`config.mk`:
```
export PLATFORM = sky130hd
export DESIGN_NAME = semtoken_seq
export DESIGN_NICKNAME = d
export VERILOG_FILES = /design/src/rtl/semtoken_pkg.sv /design/src/rtl/semtoken_cnt.sv /design/src/rtl/semtoken_fsm.sv /design/src/rtl/semtoken_port.sv /design/src/rtl/semtoken_seq.sv
export SDC_FILE = /design/constraint.sdc
export NUM_CORES = 1
export LEC_CHECK = 0
export ABC_CLOCK_PERIOD_IN_PS = 5700
export BUFFER_PORTS_ARGS = -buffer_cell sky130_fd_sc_hd__buf_2
export CORE_MARGIN = 5
export CORE_UTILIZATION = 30
export DETAILED_ROUTE_END_ITERATION = 12
export SYNTH_ARGS = -nofsm -noshare
export SYNTH_HDL_FRONTEND = slang
export SYNTH_SLANG_ARGS = --single-unit
```
`constraint.sdc`:
```
create_clock -name clk -period 5.7 [get_ports clk]
set_input_delay 1.14 -clock clk [delete_from_list [all_inputs] [get_ports clk]]
set_output_delay 1.14 -clock clk [all_outputs]
set_load 0.05 [all_outputs]
```
`src/rtl/semtoken_pkg.sv`:
```
package semtoken_pkg;

    typedef enum logic [3:0] {
        ST_IDLE,
        ST_REQ_WR,
        ST_SETTLE,
        ST_TEST_RD,
        ST_GAP,
        ST_DROP,
        ST_WITHDRAW,
        ST_REL_WR,
        ST_INIT_WR,
        ST_INIT_GAP,
        ST_FINISH
    } state_t;

    localparam logic [1:0] OP_ACQ  = 2'b00;
    localparam logic [1:0] OP_REL  = 2'b01;
    localparam logic [1:0] OP_INIT = 2'b10;
    localparam logic [1:0] OP_NOP  = 2'b11;

    localparam logic [1:0] RES_OK      = 2'b00;
    localparam logic [1:0] RES_DENIED  = 2'b01;
    localparam logic [1:0] RES_TIMEOUT = 2'b10;

endpackage

```
`src/rtl/semtoken_cnt.sv`:
```
module semtoken_cnt
    import semtoken_pkg::*;
#(
    parameter int NSEM    = 8,
    parameter int IDX_W   = 3,
    parameter int LIM_W   = 16,
    parameter int GAP_CYC = 2
) (
    input  logic             clk,
    input  logic             rst_n,
    input  state_t           state,
    input  logic [LIM_W-1:0] lat_limit,
    output logic             gap_done,
    output logic             last_read,
    output logic             init_last,
    output logic [IDX_W-1:0] init_idx
);

    localparam int GAP_W = $clog2(GAP_CYC + 1);

    logic [LIM_W-1:0] rd_cnt;
    logic [GAP_W-1:0] gap_cnt;
    logic [LIM_W:0]   limit_eff;

    always_comb begin
        limit_eff = (lat_limit == '0) ? (LIM_W+1)'(1) : {1'b0, lat_limit};
    end

    // test reads issued in the current acquire
    always_ff @(posedge clk) begin
        if (!rst_n || state == ST_IDLE) begin
            rd_cnt <= '0;
        end else if (state == ST_TEST_RD) begin
            rd_cnt <= rd_cnt + 1'b1;
        end
    end

    // deselected cycles between poll reads
    always_ff @(posedge clk) begin
        if (!rst_n || state != ST_GAP) begin
            gap_cnt <= '0;
        end else begin
            gap_cnt <= gap_cnt + 1'b1;
        end
    end

    // flag index walked by initialise
    always_ff @(posedge clk) begin
        if (!rst_n || state == ST_IDLE) begin
            init_idx <= '0;
        end else if (state == ST_INIT_WR) begin
            init_idx <= init_idx + 1'b1;
        end
    end

    always_comb begin
        gap_done  = (gap_cnt == GAP_W'(GAP_CYC - 1));
        last_read = (({1'b0, rd_cnt} + (LIM_W+1)'(1)) >= limit_eff);
        init_last = (init_idx == IDX_W'(NSEM - 1));
    end

    AST_POLL_CAP: assert property (@(posedge clk) disable iff (!rst_n)
        (state == ST_TEST_RD) |-> ({1'b0, rd_cnt} < limit_eff));

    AST_GAP_BOUND: assert property (@(posedge clk) disable iff (!rst_n)
        (state == ST_GAP) |-> (gap_cnt < GAP_W'(GAP_CYC)));

endmodule

```
`src/rtl/semtoken_fsm.sv`:
```
module semtoken_fsm
    import semtoken_pkg::*;
#(
    parameter int IDX_W = 3,
    parameter int LIM_W = 16
) (
    input  logic             clk,
    input  logic             rst_n,
    input  logic             cmd_valid,
    input  logic [1:0]       cmd_op,
    input  logic [IDX_W-1:0] cmd_idx,
    input  logic             cmd_poll,
    input  logic [LIM_W-1:0] cmd_limit,
    input  logic             sem_rdata,
    input  logic             gap_done,
    input  logic             last_read,
    input  logic             init_last,
    output state_t           state,
    output logic [IDX_W-1:0] lat_idx,
    output logic [LIM_W-1:0] lat_limit,
    output logic             busy,
    output logic             done,
    output logic [1:0]       result
);

    state_t     nxt;
    logic       lat_poll;
    logic [1:0] res_q;
    logic       accept;

    assign accept = (state == ST_IDLE) && cmd_valid && (cmd_op != OP_NOP);

    // state register
    always_ff @(posedge clk) begin
        if (!rst_n) begin
            state <= ST_IDLE;
        end else begin
            state <= nxt;
        end
    end

    // next state
    always_comb begin
        nxt = state;
        unique case (state)
            ST_IDLE: begin
                if (accept) begin
                    unique case (cmd_op)
                        OP_ACQ:  nxt = ST_REQ_WR;
                        OP_REL:  nxt = ST_REL_WR;
                        default: nxt = ST_INIT_WR;
                    endcase
                end
            end
            ST_REQ_WR:   nxt = ST_SETTLE;
            ST_SETTLE:   nxt = ST_TEST_RD;
            ST_TEST_RD: begin
                if (!sem_rdata) begin
                    nxt = ST_FINISH;
                end else if (!lat_poll || last_read) begin
                    nxt = ST_DROP;
                end else begin
                    nxt = ST_GAP;
                end
            end
            ST_GAP:      nxt = gap_done ? ST_TEST_RD : ST_GAP;
            ST_DROP:     nxt = ST_WITHDRAW;
            ST_WITHDRAW: nxt = ST_FINISH;
            ST_REL_WR:   nxt = ST_FINISH;
            ST_INIT_WR:  nxt = init_last ? ST_FINISH : ST_INIT_GAP;
            ST_INIT_GAP: nxt = ST_INIT_WR;
            ST_FINISH:   nxt = ST_IDLE;
            default:     nxt = ST_IDLE;
        endcase
    end

    // command fields and result code
    always_ff @(posedge clk) begin
        if (!rst_n) begin
            lat_idx   <= '0;
            lat_limit <= '0;
            lat_poll  <= 1'b0;
            res_q     <= RES_OK;
        end else if (accept) begin
            lat_idx   <= cmd_idx;
            lat_limit <= cmd_limit;
            lat_poll  <= cmd_poll;
            res_q     <= RES_OK;
        end else if (state == ST_TEST_RD && sem_rdata) begin
            if (!lat_poll) begin
                res_q <= RES_DENIED;
            end else if (last_read) begin
                res_q <= RES_TIMEOUT;
            end
        end
    end

    // outputs
    always_comb begin
        busy   = (state != ST_IDLE);
        done   = (state == ST_FINISH);
        result = res_q;
    end

    AST_DONE_PULSE: assert property (@(posedge clk) disable iff (!rst_n)
        done |=> (!done && !busy));

    AST_IGNORE_BUSY: assert property (@(posedge clk) disable iff (!rst_n)
        (busy && cmd_valid) |=> $stable(lat_idx));

    AST_NOP_IDLE: assert property (@(posedge clk) disable iff (!rst_n)
        (!busy && cmd_valid && cmd_op == OP_NOP) |=> !busy);

endmodule

```
`src/rtl/semtoken_port.sv`:
```
module semtoken_port
    import semtoken_pkg::*;
#(
    parameter int IDX_W = 3
) (
    input  logic             clk,
    input  logic             rst_n,
    input  state_t           state,
    input  logic [IDX_W-1:0] lat_idx,
    input  logic [IDX_W-1:0] init_idx,
    output logic             sem_cs_n,
    output logic             sem_we_n,
    output logic             sem_oe_n,
    output logic [IDX_W-1:0] sem_addr,
    output logic             sem_wdata
);

    always_comb begin
        sem_cs_n  = 1'b1;
        sem_we_n  = 1'b1;
        sem_oe_n  = 1'b1;
        sem_addr  = lat_idx;
        sem_wdata = 1'b1;
        unique case (state)
            ST_REQ_WR: begin
                sem_cs_n  = 1'b0;
                sem_we_n  = 1'b0;
                sem_wdata = 1'b0;
            end
            ST_TEST_RD: begin
                sem_cs_n = 1'b0;
                sem_oe_n = 1'b0;
            end
            ST_WITHDRAW, ST_REL_WR: begin
                sem_cs_n = 1'b0;
                sem_we_n = 1'b0;
            end
            ST_INIT_WR: begin
                sem_cs_n = 1'b0;
                sem_we_n = 1'b0;
                sem_addr = init_idx;
            end
            default: begin
                sem_cs_n = 1'b1;
            end
        endcase
    end

    AST_SEL_SINGLE: assert property (@(posedge clk) disable iff (!rst_n)
        !sem_cs_n |=> sem_cs_n);

    AST_OE_READ_ONLY: assert property (@(posedge clk) disable iff (!rst_n)
        !sem_oe_n |-> (sem_we_n && !sem_cs_n));

endmodule

```
`src/rtl/semtoken_seq.sv`:
```
module semtoken_seq
    import semtoken_pkg::*;
#(
    parameter int NSEM    = 8,
    parameter int IDX_W   = $clog2(NSEM),
    parameter int LIM_W   = 16,
    parameter int GAP_CYC = 2
) (
    input  logic             clk,
    input  logic             rst_n,
    input  logic             cmd_valid,
    input  logic [1:0]       cmd_op,
    input  logic [IDX_W-1:0] cmd_idx,
    input  logic             cmd_poll,
    input  logic [LIM_W-1:0] cmd_limit,
    output logic             busy,
    output logic             done,
    output logic [1:0]       result,
    output logic             sem_cs_n,
    output logic             sem_we_n,
    output logic             sem_oe_n,
    output logic [IDX_W-1:0] sem_addr,
    output logic             sem_wdata,
    input  logic             sem_rdata
);

    state_t           state;
    logic [IDX_W-1:0] lat_idx;
    logic [IDX_W-1:0] init_idx;
    logic [LIM_W-1:0] lat_limit;
    logic             gap_done;
    logic             last_read;
    logic             init_last;

    semtoken_fsm #(.IDX_W(IDX_W), .LIM_W(LIM_W)) u_fsm (
        .clk       (clk),
        .rst_n     (rst_n),
        .cmd_valid (cmd_valid),
        .cmd_op    (cmd_op),
        .cmd_idx   (cmd_idx),
        .cmd_poll  (cmd_poll),
        .cmd_limit (cmd_limit),
        .sem_rdata (sem_rdata),
        .gap_done  (gap_done),
        .last_read (last_read),
        .init_last (init_last),
        .state     (state),
        .lat_idx   (lat_idx),
        .lat_limit (lat_limit),
        .busy      (busy),
        .done      (done),
        .result    (result)
    );

    semtoken_cnt #(.NSEM(NSEM), .IDX_W(IDX_W), .LIM_W(LIM_W), .GAP_CYC(GAP_CYC)) u_cnt (
        .clk       (clk),
        .rst_n     (rst_n),
        .state     (state),
        .lat_limit (lat_limit),
        .gap_done  (gap_done),
        .last_read (last_read),
        .init_last (init_last),
        .init_idx  (init_idx)
    );

    semtoken_port #(.IDX_W(IDX_W)) u_port (
        .clk       (clk),
        .rst_n     (rst_n),
        .state     (state),
        .lat_idx   (lat_idx),
        .init_idx  (init_idx),
        .sem_cs_n  (sem_cs_n),
        .sem_we_n  (sem_we_n),
        .sem_oe_n  (sem_oe_n),
        .sem_addr  (sem_addr),
        .sem_wdata (sem_wdata)
    );

    AST_ACQ_WRITES_ZERO: assert property (@(posedge clk) disable iff (!rst_n)
        (cmd_valid && !busy && cmd_op == OP_ACQ)
        |=> (!sem_cs_n && !sem_we_n && !sem_wdata && sem_addr == $past(cmd_idx)));

    AST_RESULT_IN_RANGE: assert property (@(posedge clk) disable iff (!rst_n)
        done |-> (result != 2'b11));

endmodule

```
==> impl_metrics.prom, run 1 <==
# TYPE chip_impl_metric gauge
chip_impl_metric{name="layout.cell_area.non_filler",unit="um^2"} 3124
chip_impl_metric{name="met2RoutedLength",unit="um"} 2762
chip_impl_metric{name="worst_skew_pair.late_latency",unit="ps"} 300
chip_impl_metric{name="synth.avg_cell_area",unit="um^2"} 8.073
chip_impl_metric{name="die_h",unit="um"} 106.1
chip_impl_metric{name="finalSetupTns",unit="ps"} 0
chip_impl_metric{name="area.growth.synth_to_final",unit="%"} 12.83
chip_impl_metric{name="route.detailed.vias_per_inst",unit=""} 4.861
chip_impl_metric{name="cell_internal_pwr",unit="uW"} 639.3
chip_impl_metric{name="nFillCells",unit=""} 994
chip_impl_info{name="clock_tree_from_tritoncts",value="built"} 1
chip_impl_metric{name="synth-async-reset-ratio",unit="%"} 0
chip_impl_metric{name="grt_pass1_wl",unit="um"} 9501
chip_impl_metric{name="clock_skew",unit="ps"} 4.846
chip_impl_metric{name="power.switching",unit="uW"} 514.5
chip_impl_metric{name="power.density_cell_area",unit="nW/um^2"} 369.3
chip_impl_metric{name="placed_cell_area",unit="um^2"} 3020
chip_impl_metric{name="routed_wire_length_per_instance",unit="um"} 12.10
chip_impl_metric{name="worst_ir_drop_vdd",unit="mV"} 0.1798
chip_impl_metric{name="grt_usage",unit="%"} 10.20
chip_impl_metric{name="worst_slew_pin_slew",unit="ps"} 1068
chip_impl_metric{name="multi_input_area",unit="um^2"} 1689
chip_impl_metric{name="drt_first_pass_iters",unit=""} 4
chip_impl_metric{name="cts_resized",unit=""} 0
chip_impl_metric{name="pwr-share-seq",unit="%"} 37.5
chip_impl_info{name="cts_root_buffer",value="sky130_fd_sc_hd__clkbuf_8"} 1
chip_impl_metric{name="first_iter_violations",unit=""} 152
chip_impl_metric{name="cts-hold-fix-buffers",unit=""} 0
chip_impl_metric{name="max_slew_margin",unit="%"} 28.63
chip_impl_info{name="layout_common_cells",value="59 x sky130_fd_sc_hd__nand2_1, 47 x sky130_fd_sc_hd__dfxtp_1, 36 x sky130_fd_sc_hd__nor2_1, 36 x sky130_fd_sc_hd__buf_2, 21 x sky130_fd_sc_hd__a21boi_0"} 1
chip_impl_metric{name="antenna_left",unit=""} 0
chip_impl_metric{name="grt_overflow",unit=""} 0
chip_impl_metric{name="report.final.setup_viol",unit=""} 0
chip_impl_metric{name="drive_above_1_share",unit="%"} 15.95
chip_impl_metric{name="worst_ep_required_time",unit="ps"} 4560
chip_impl_metric{name="wl_met1",unit="um"} 2812
chip_impl_metric{name="antenna_cells",unit=""} 0
chip_impl_metric{name="grt_pass1_vias",unit=""} 2082
chip_impl_metric{name="chipWidth",unit="um"} 106.1
chip_impl_metric{name="hold_viol",unit=""} 0
chip_impl_metric{name="routed-via-count",unit=""} 2338
chip_impl_metric{name="period_minus_slack",unit="ps"} 3547
chip_impl_metric{name="port-buffer-count",unit=""} 36
chip_impl_metric{name="wl_met3",unit="um"} 159
chip_impl_info{name="grt_setup_unrepaired",value="false"} 1
chip_impl_metric{name="ys_warn_count",unit=""} 0
chip_impl_metric{name="io_pins",unit=""} 37
chip_impl_metric{name="pwr-share-clk",unit="%"} 19.3
chip_impl_metric{name="postSynthRegisterBits",unit=""} 47
chip_impl_metric{name="worstPathArrival",unit="ps"} 2410
chip_impl_metric{name="sequential_cell_area",unit="um^2"} 940.9
chip_impl_info{name="run_status",value="completed"} 1
chip_impl_metric{name="place_congestion",unit=""} 0.8025
chip_impl_info{name="cp-start-kind",value="register"} 1
chip_impl_metric{name="path_clk_slew",unit="ps"} 80
chip_impl_metric{name="clock.fmax",unit="MHz"} 282.0
chip_impl_metric{name="max-cap-violations",unit=""} 0
chip_impl_metric{name="dp_hpwl",unit="um"} 4550
chip_impl_metric{name="nets_in_the_synthesized_netlist",unit=""} 389
chip_impl_metric{name="report.final.slew_viol_count",unit=""} 0
chip_impl_metric{name="worstPathMaxFanout",unit=""} 13
chip_impl_metric{name="antenna_found_initial",unit=""} 0
chip_impl_metric{name="finalWirelength",unit="um"} 5822
chip_impl_info{name="hp-class",value="register to register"} 1
chip_impl_metric{name="yosys.cell_types.count",unit=""} 50
chip_impl_metric{name="post-cts-setup-buffers",unit=""} 0
chip_impl_info{name="routed.top_layer",value="met4"} 1
chip_impl_metric{name="ys_seq_area_share",unit="%"} 33.98
chip_impl_metric{name="cts-buffers-inserted",unit=""} 5
chip_impl_metric{name="cts-htree-levels",unit=""} 2
chip_impl_metric{name="p_leak",unit="nW"} 1.228
chip_impl_info{name="worst-setup-path-type",value="register to primary output"} 1
chip_impl_metric{name="floorplan.initialDensity",unit="%"} 30.40
chip_impl_metric{name="final_nets",unit=""} 415
chip_impl_metric{name="combPwrFrac",unit="%"} 43.2
chip_impl_metric{name="drc_errors",unit=""} 0
chip_impl_metric{name="num_rows",unit=""} 35
chip_impl_metric{name="syn_inst",unit=""} 343
chip_impl_metric{name="switching_share",unit="%"} 44.60
chip_impl_metric{name="period_share",unit="%"} 62.22
chip_impl_info{name="worstSetupEndpointType",value="primary output"} 1
chip_impl_metric{name="clock_sink_count",unit=""} 47
chip_impl_metric{name="synthesis.area",unit="um^2"} 2769
chip_impl_metric{name="largest_net_degree_at_the_start_of_global_routing",unit=""} 27
chip_impl_info{name="synth_top_flop_cell",value="sky130_fd_sc_hd__dfxtp_1"} 1
chip_impl_metric{name="synth_edf_count",unit=""} 0
chip_impl_metric{name="standard_cell_core_area",unit="um^2"} 9109
chip_impl_metric{name="cts_buffer_depth",unit=""} 2
chip_impl_metric{name="fp.dieArea",unit="um^2"} 11250
chip_impl_info{name="layout.cells.most_common",value="sky130_fd_sc_hd__nand2_1"} 1
[Yosys cell counts, types with 2 or more instances]
cell type                  instances  area share, %
sky130_fd_sc_hd__a211oi_1          2           0.54
sky130_fd_sc_hd__a21boi_0         21            5.7
sky130_fd_sc_hd__a21oi_1          14            2.5
sky130_fd_sc_hd__a41o_1            2           0.72
sky130_fd_sc_hd__and3_1            2           0.45
sky130_fd_sc_hd__buf_2             2           0.36
sky130_fd_sc_hd__clkbuf_1         14            1.9
sky130_fd_sc_hd__dfxtp_1          47             34
sky130_fd_sc_hd__ha_1             20            9.0
sky130_fd_sc_hd__inv_1            19            2.6
sky130_fd_sc_hd__mux2_2            3            1.2
sky130_fd_sc_hd__mux2i_1           3            1.1
sky130_fd_sc_hd__nand2_1          59            8.0
sky130_fd_sc_hd__nand3_1          12            2.2
sky130_fd_sc_hd__nand4_1           4           0.90
sky130_fd_sc_hd__nand4_2           2           0.90
sky130_fd_sc_hd__nor2_1           36            4.9
sky130_fd_sc_hd__nor2b_1           3           0.68
sky130_fd_sc_hd__nor3_1            8            1.4
sky130_fd_sc_hd__nor4_1            3           0.68
sky130_fd_sc_hd__nor4b_1           2           0.63
sky130_fd_sc_hd__o21ai_0           9            1.6
sky130_fd_sc_hd__or3_1             5            1.1
sky130_fd_sc_hd__xnor2_1          12            3.8
sky130_fd_sc_hd__xor2_1           14            4.4
[layer usage]
metal / track usage (%) / up-vias
li1: - / 1222
met1: 13.22 / 1078
met2: 17.12 / 32
met3: 1.457 / 6
met4: 3.885 / 0
met5: 0 / -
[metrics by stage]
stage                     power [mW]  cells  worst slack [ps]  hold slack (ps)  util [%]
after floorplan               0.8325    343              2515            398.6         -
after global placement        0.9385    473              2491            407.9     33.16
after detailed placement      0.9474    473              2398            421.3     33.16
after CTS                      1.170    481              2151            433.2     34.30
after global routing           1.235    481              1971            440.5     34.30
final                          1.154    481              2153            432.5     34.30
[cell families (layout without fill, tap and decap cells)]
kind of cell	Yosys count	in the layout	synth area share [%]
AOI/OAI and AO/OA	59	59	14.64
xor gates and xnor gates	26	26	8.224
adders and majority gates	20	20	9.038
buffers and inverters	36	63	5.242
DFF	47	47	33.98
muxes	6	6	2.305
and+or+nand+nor	149	149	26.57
[worst max-delay path, stage by stage (launching register included)]
cell	delay, ps
sky130_fd_sc_hd__dfxtp_1	560
sky130_fd_sc_hd__nor4b_2	930
sky130_fd_sc_hd__mux2_2	410
sky130_fd_sc_hd__buf_2	210
[layout make-up]
class / instances / area share, %
Multi-Input combinational cell: 260 / 54.06
Sequential cell: 47 / 30.12
Timing Repair Buffer: 36 / 5.767
Tap cell: 111 / 4.445
Clock buffer: 7 / 3.084
Inverter: 19 / 2.283
Clock inverter: 1 / 0.2403
[sequential cells by signal, indices dropped and copies added (netlist names)]
register	count
u_cnt.gap_cnt	2
u_cnt.init_idx	3
u_cnt.rd_cnt	16
u_fsm.lat_idx	3
u_fsm.lat_limit	16
u_fsm.lat_poll	1
u_fsm.result	2
u_fsm.state	4
[final timing paths]
kind,from,endpoint,slack (ps),cells past startpoint
worst min-delay path,u_cnt.gap_cnt[0],u_cnt.gap_cnt[0],430,1
worst max-delay path,u_fsm.state[3],sem_addr[0],2150,3
worst min register to register,u_cnt.gap_cnt[0],u_cnt.gap_cnt[0],430,1
worst max register to register,u_cnt.rd_cnt[0],u_fsm.result[0],2390,12
[power groups by stage]
stage	clock [mW]	combinational, mW	sequential, mW
2_1_floorplan	0	0.427	0.406
3_3_place_gp	0	0.501	0.437
3_5_place_dp	0	0.507	0.441
4_1_cts	0.230	0.508	0.432
5_1_grt	0.241	0.553	0.441
6_report	0.223	0.499	0.432
Power figures use the tool's default switching activity.
==> inputs of run 2 (changes only) <==
--- a/config.mk
+++ b/config.mk
@@ -5,7 +5,7 @@
 export SDC_FILE = /design/constraint.sdc
 export NUM_CORES = 1
 export LEC_CHECK = 0
-export ABC_CLOCK_PERIOD_IN_PS = 5700
+export ABC_CLOCK_PERIOD_IN_PS = 3000
 export BUFFER_PORTS_ARGS = -buffer_cell sky130_fd_sc_hd__buf_2
 export CORE_MARGIN = 5
 export CORE_UTILIZATION = 30
==> constraint.sdc (replaced) <==
create_clock -name clk -period 3 [get_ports clk]
set_input_delay 0.6 -clock clk [delete_from_list [all_inputs] [get_ports clk]]
set_output_delay 0.6 -clock clk [all_outputs]
set_load 0.05 [all_outputs]
==> impl_metrics.prom, run 2 (synthesis gave the netlist of run 1 again) <==
# TYPE chip_impl_metric gauge
chip_impl_metric{name="max-cap-violations",unit=""} 0
chip_impl_metric{name="numPlacedInstances",unit=""} 496
chip_impl_metric{name="worst_ep_required_time",unit="ps"} 3200
chip_impl_metric{name="cts_buffer_depth",unit=""} 2
chip_impl_metric{name="final_cells",unit=""} 506
chip_impl_metric{name="hold_ws",unit="ps"} 430.9
chip_impl_metric{name="power.density_cell_area",unit="nW/um^2"} 648.1
chip_impl_metric{name="cts-buffers-inserted",unit=""} 5
chip_impl_metric{name="floorplan.initialDensity",unit="%"} 30.40
chip_impl_metric{name="grt_pass1_wl",unit="um"} 10540
chip_impl_metric{name="nFillCells",unit=""} 954
chip_impl_metric{name="chipWidth",unit="um"} 106.1
chip_impl_metric{name="max_slew_margin",unit="%"} 50.90
chip_impl_info{name="hold-path-endpoint",value="u_cnt.gap_cnt[0]"} 1
chip_impl_metric{name="p_leak",unit="nW"} 1.385
chip_impl_metric{name="die_h",unit="um"} 106.1
chip_impl_metric{name="dp_hpwl",unit="um"} 4816
chip_impl_metric{name="area.growth.synth_to_final",unit="%"} 22.10
chip_impl_metric{name="port-buffer-count",unit=""} 36
chip_impl_metric{name="worstPathArrival",unit="ps"} 3090
chip_impl_metric{name="worst-r2r-setup-slack",unit="ps"} 110
chip_impl_metric{name="antenna_cells",unit=""} 0
chip_impl_metric{name="cts-hold-fix-buffers",unit=""} 0
chip_impl_metric{name="drive_above_1_share",unit="%"} 24.81
chip_impl_metric{name="worst_slew_pin_slew",unit="ps"} 734.7
chip_impl_metric{name="cts-htree-levels",unit=""} 2
chip_impl_info{name="layout_common_cells",value="59 x sky130_fd_sc_hd__nand2_1, 43 x sky130_fd_sc_hd__dfxtp_1, 36 x sky130_fd_sc_hd__buf_2, 35 x sky130_fd_sc_hd__nor2_1, 25 x sky130_fd_sc_hd__buf_4"} 1
chip_impl_metric{name="pwr-share-seq",unit="%"} 37.5
chip_impl_metric{name="worstPathMaxFanout",unit=""} 5
chip_impl_metric{name="grt_usage",unit="%"} 11.38
chip_impl_metric{name="clock.fmax",unit="MHz"} 345.7
chip_impl_info{name="worst_r2r_endpoint",value="u_fsm.result[0]"} 1
chip_impl_info{name="critical_path.reg2reg.startpoint",value="u_cnt.rd_cnt[1]"} 1
chip_impl_metric{name="place_congestion",unit=""} 0.8046
chip_impl_metric{name="final_nets",unit=""} 440
chip_impl_info{name="top_regs",value="u_cnt.rd_cnt: 16 flops, u_fsm.lat_limit: 16 flops, u_fsm.state: 4 flops"} 1
chip_impl_metric{name="finalCoreUtilization",unit="%"} 37.12
chip_impl_info{name="run_status",value="completed"} 1
chip_impl_metric{name="switching_share",unit="%"} 45.41
chip_impl_metric{name="worst_skew_pair.late_latency",unit="ps"} 300
chip_impl_metric{name="placed_cell_area",unit="um^2"} 3207
chip_impl_metric{name="drc_errors",unit=""} 0
chip_impl_metric{name="sequential_cell_area",unit="um^2"} 950.9
chip_impl_metric{name="period_minus_slack",unit="ps"} 2892
chip_impl_metric{name="path_clk_slew",unit="ps"} 90
chip_impl_metric{name="finalWirelength",unit="um"} 6284
chip_impl_metric{name="worstHoldPathCells",unit=""} 1
chip_impl_metric{name="grt_pass1_vias",unit=""} 2338
chip_impl_metric{name="fp.dieArea",unit="um^2"} 11250
chip_impl_info{name="hp-class",value="register to register"} 1
chip_impl_metric{name="period_share",unit="%"} 96.41
chip_impl_metric{name="r2r.worst_path.cells",unit=""} 12
chip_impl_metric{name="power.switching",unit="uW"} 995.0
chip_impl_metric{name="layout.cell_area.non_filler",unit="um^2"} 3381
chip_impl_metric{name="io_pins",unit=""} 37
chip_impl_metric{name="detailedPlace.worstSlack",unit="ps"} -32.22
chip_impl_metric{name="first_iter_violations",unit=""} 140
chip_impl_info{name="worst-setup-path-type",value="register to register"} 1
chip_impl_metric{name="standard_cell_core_area",unit="um^2"} 9109
chip_impl_metric{name="num_rows",unit=""} 35
chip_impl_info{name="cp-start-kind",value="register"} 1
chip_impl_metric{name="antenna_found_initial",unit=""} 0
chip_impl_metric{name="post-route-worst-setup-slack",unit="ps"} 107.6
chip_impl_metric{name="finalSetupTns",unit="ps"} 0
chip_impl_metric{name="total_power",unit="mW"} 2.191
chip_impl_metric{name="clock_sink_count",unit=""} 47
chip_impl_metric{name="routed_wire_length_per_instance",unit="um"} 12.42
chip_impl_info{name="worstSetupEndpointType",value="register"} 1
chip_impl_metric{name="clock_skew",unit="ps"} 5.192
chip_impl_metric{name="routed-via-count",unit=""} 2414
chip_impl_metric{name="combPwrFrac",unit="%"} 45.1
chip_impl_info{name="hold_start",value="u_cnt.gap_cnt[0]"} 1
chip_impl_info{name="clock_tree_from_tritoncts",value="built"} 1
chip_impl_info{name="layout.cells.most_common",value="sky130_fd_sc_hd__nand2_1"} 1
chip_impl_metric{name="largest_net_degree_at_the_start_of_global_routing",unit=""} 27
chip_impl_info{name="cts_root_buffer",value="sky130_fd_sc_hd__clkbuf_8"} 1
chip_impl_metric{name="drt_first_pass_iters",unit=""} 4
chip_impl_metric{name="antenna_left",unit=""} 0
chip_impl_metric{name="worst_ir_drop_vdd",unit="mV"} 0.3444
chip_impl_metric{name="grt_overflow",unit=""} 0
chip_impl_metric{name="pwr-share-clk",unit="%"} 17.4
chip_impl_metric{name="cell_internal_pwr",unit="mW"} 1.196
chip_impl_metric{name="report.final.slew_viol_count",unit=""} 0
chip_impl_metric{name="route.detailed.vias_per_inst",unit=""} 4.771
chip_impl_metric{name="hold_viol",unit=""} 0
chip_impl_metric{name="multi_input_area",unit="um^2"} 1763
chip_impl_metric{name="report.final.setup_viol",unit=""} 0
[run 2: area by class of cell]
| cell class | count | area share, % |
|---|---|---|
| clock buffer | 5 | 2.036 |
| clock inverter | 3 | 0.5922 |
| inverter | 19 | 2.110 |
| multi-input combinational | 260 | 52.15 |
| sequential | 47 | 28.13 |
| tap | 111 | 4.108 |
| timing repair buffer | 61 | 10.88 |
[run 2: how the worst max path moves through the flow]
| stage | start | slack [ps] | depth (start not counted) | endpoint |
|---|---|---|---|---|
| floorplan | u_cnt.rd_cnt[1] | 9 | 13 | u_fsm.result[0] |
| global placement | u_cnt.rd_cnt[1] | 20 | 12 | u_fsm.result[0] |
| detailed placement | u_cnt.rd_cnt[1] | -30 | 12 | u_fsm.result[0] |
| CTS | u_cnt.rd_cnt[1] | 1 | 12 | u_fsm.result[0] |
| global route | u_cnt.rd_cnt[1] | -30 | 12 | u_fsm.result[0] |
| finish | u_cnt.rd_cnt[1] | 110 | 12 | u_fsm.result[0] |
[run 2: metal layers]
| metal | track usage, % | vias to the layer above | part of all wire, % |
|---|---|---|---|
| met5 | 0 | - | 0 |
| met4 | 3.608 | 0 | 1.3 |
| met3 | 1.943 | 5 | 3.2 |
| met2 | 19.76 | 38 | 47 |
| met1 | 14.33 | 1097 | 48 |
| li1 | - | 1274 | - |
[run 2: worst max-delay path, stage by stage (launching register included)]
cell and delay [ps]:
sky130_fd_sc_hd__dfxtp_4 370, sky130_fd_sc_hd__ha_4 140, sky130_fd_sc_hd__nand3_4 80, sky130_fd_sc_hd__or2_4 280
sky130_fd_sc_hd__buf_4 150, sky130_fd_sc_hd__xnor2_2 130, sky130_fd_sc_hd__ha_1 310, sky130_fd_sc_hd__nand4_2 90
sky130_fd_sc_hd__nor2_1 50, sky130_fd_sc_hd__a41o_1 240, sky130_fd_sc_hd__or3_4 380, sky130_fd_sc_hd__o31a_1 330
sky130_fd_sc_hd__o2111a_1 230
[run 2: power by group through the flow]
stage	logic (mW)	clock network (mW)	registers [mW]
after global placement	0.986	0	0.832
after floorplan	0.811	0	0.771
after detailed placement	0.995	0	0.838
after global routing	1.10	0.422	0.838
after CTS	0.998	0.395	0.822
final	0.988	0.381	0.822
[run 2: what timing repair did]
item,in CTS,in global routing
buffers inserted,1,1
gates resized for setup,6,11
pin swaps,3,10
setup endpoints to repair,1,2
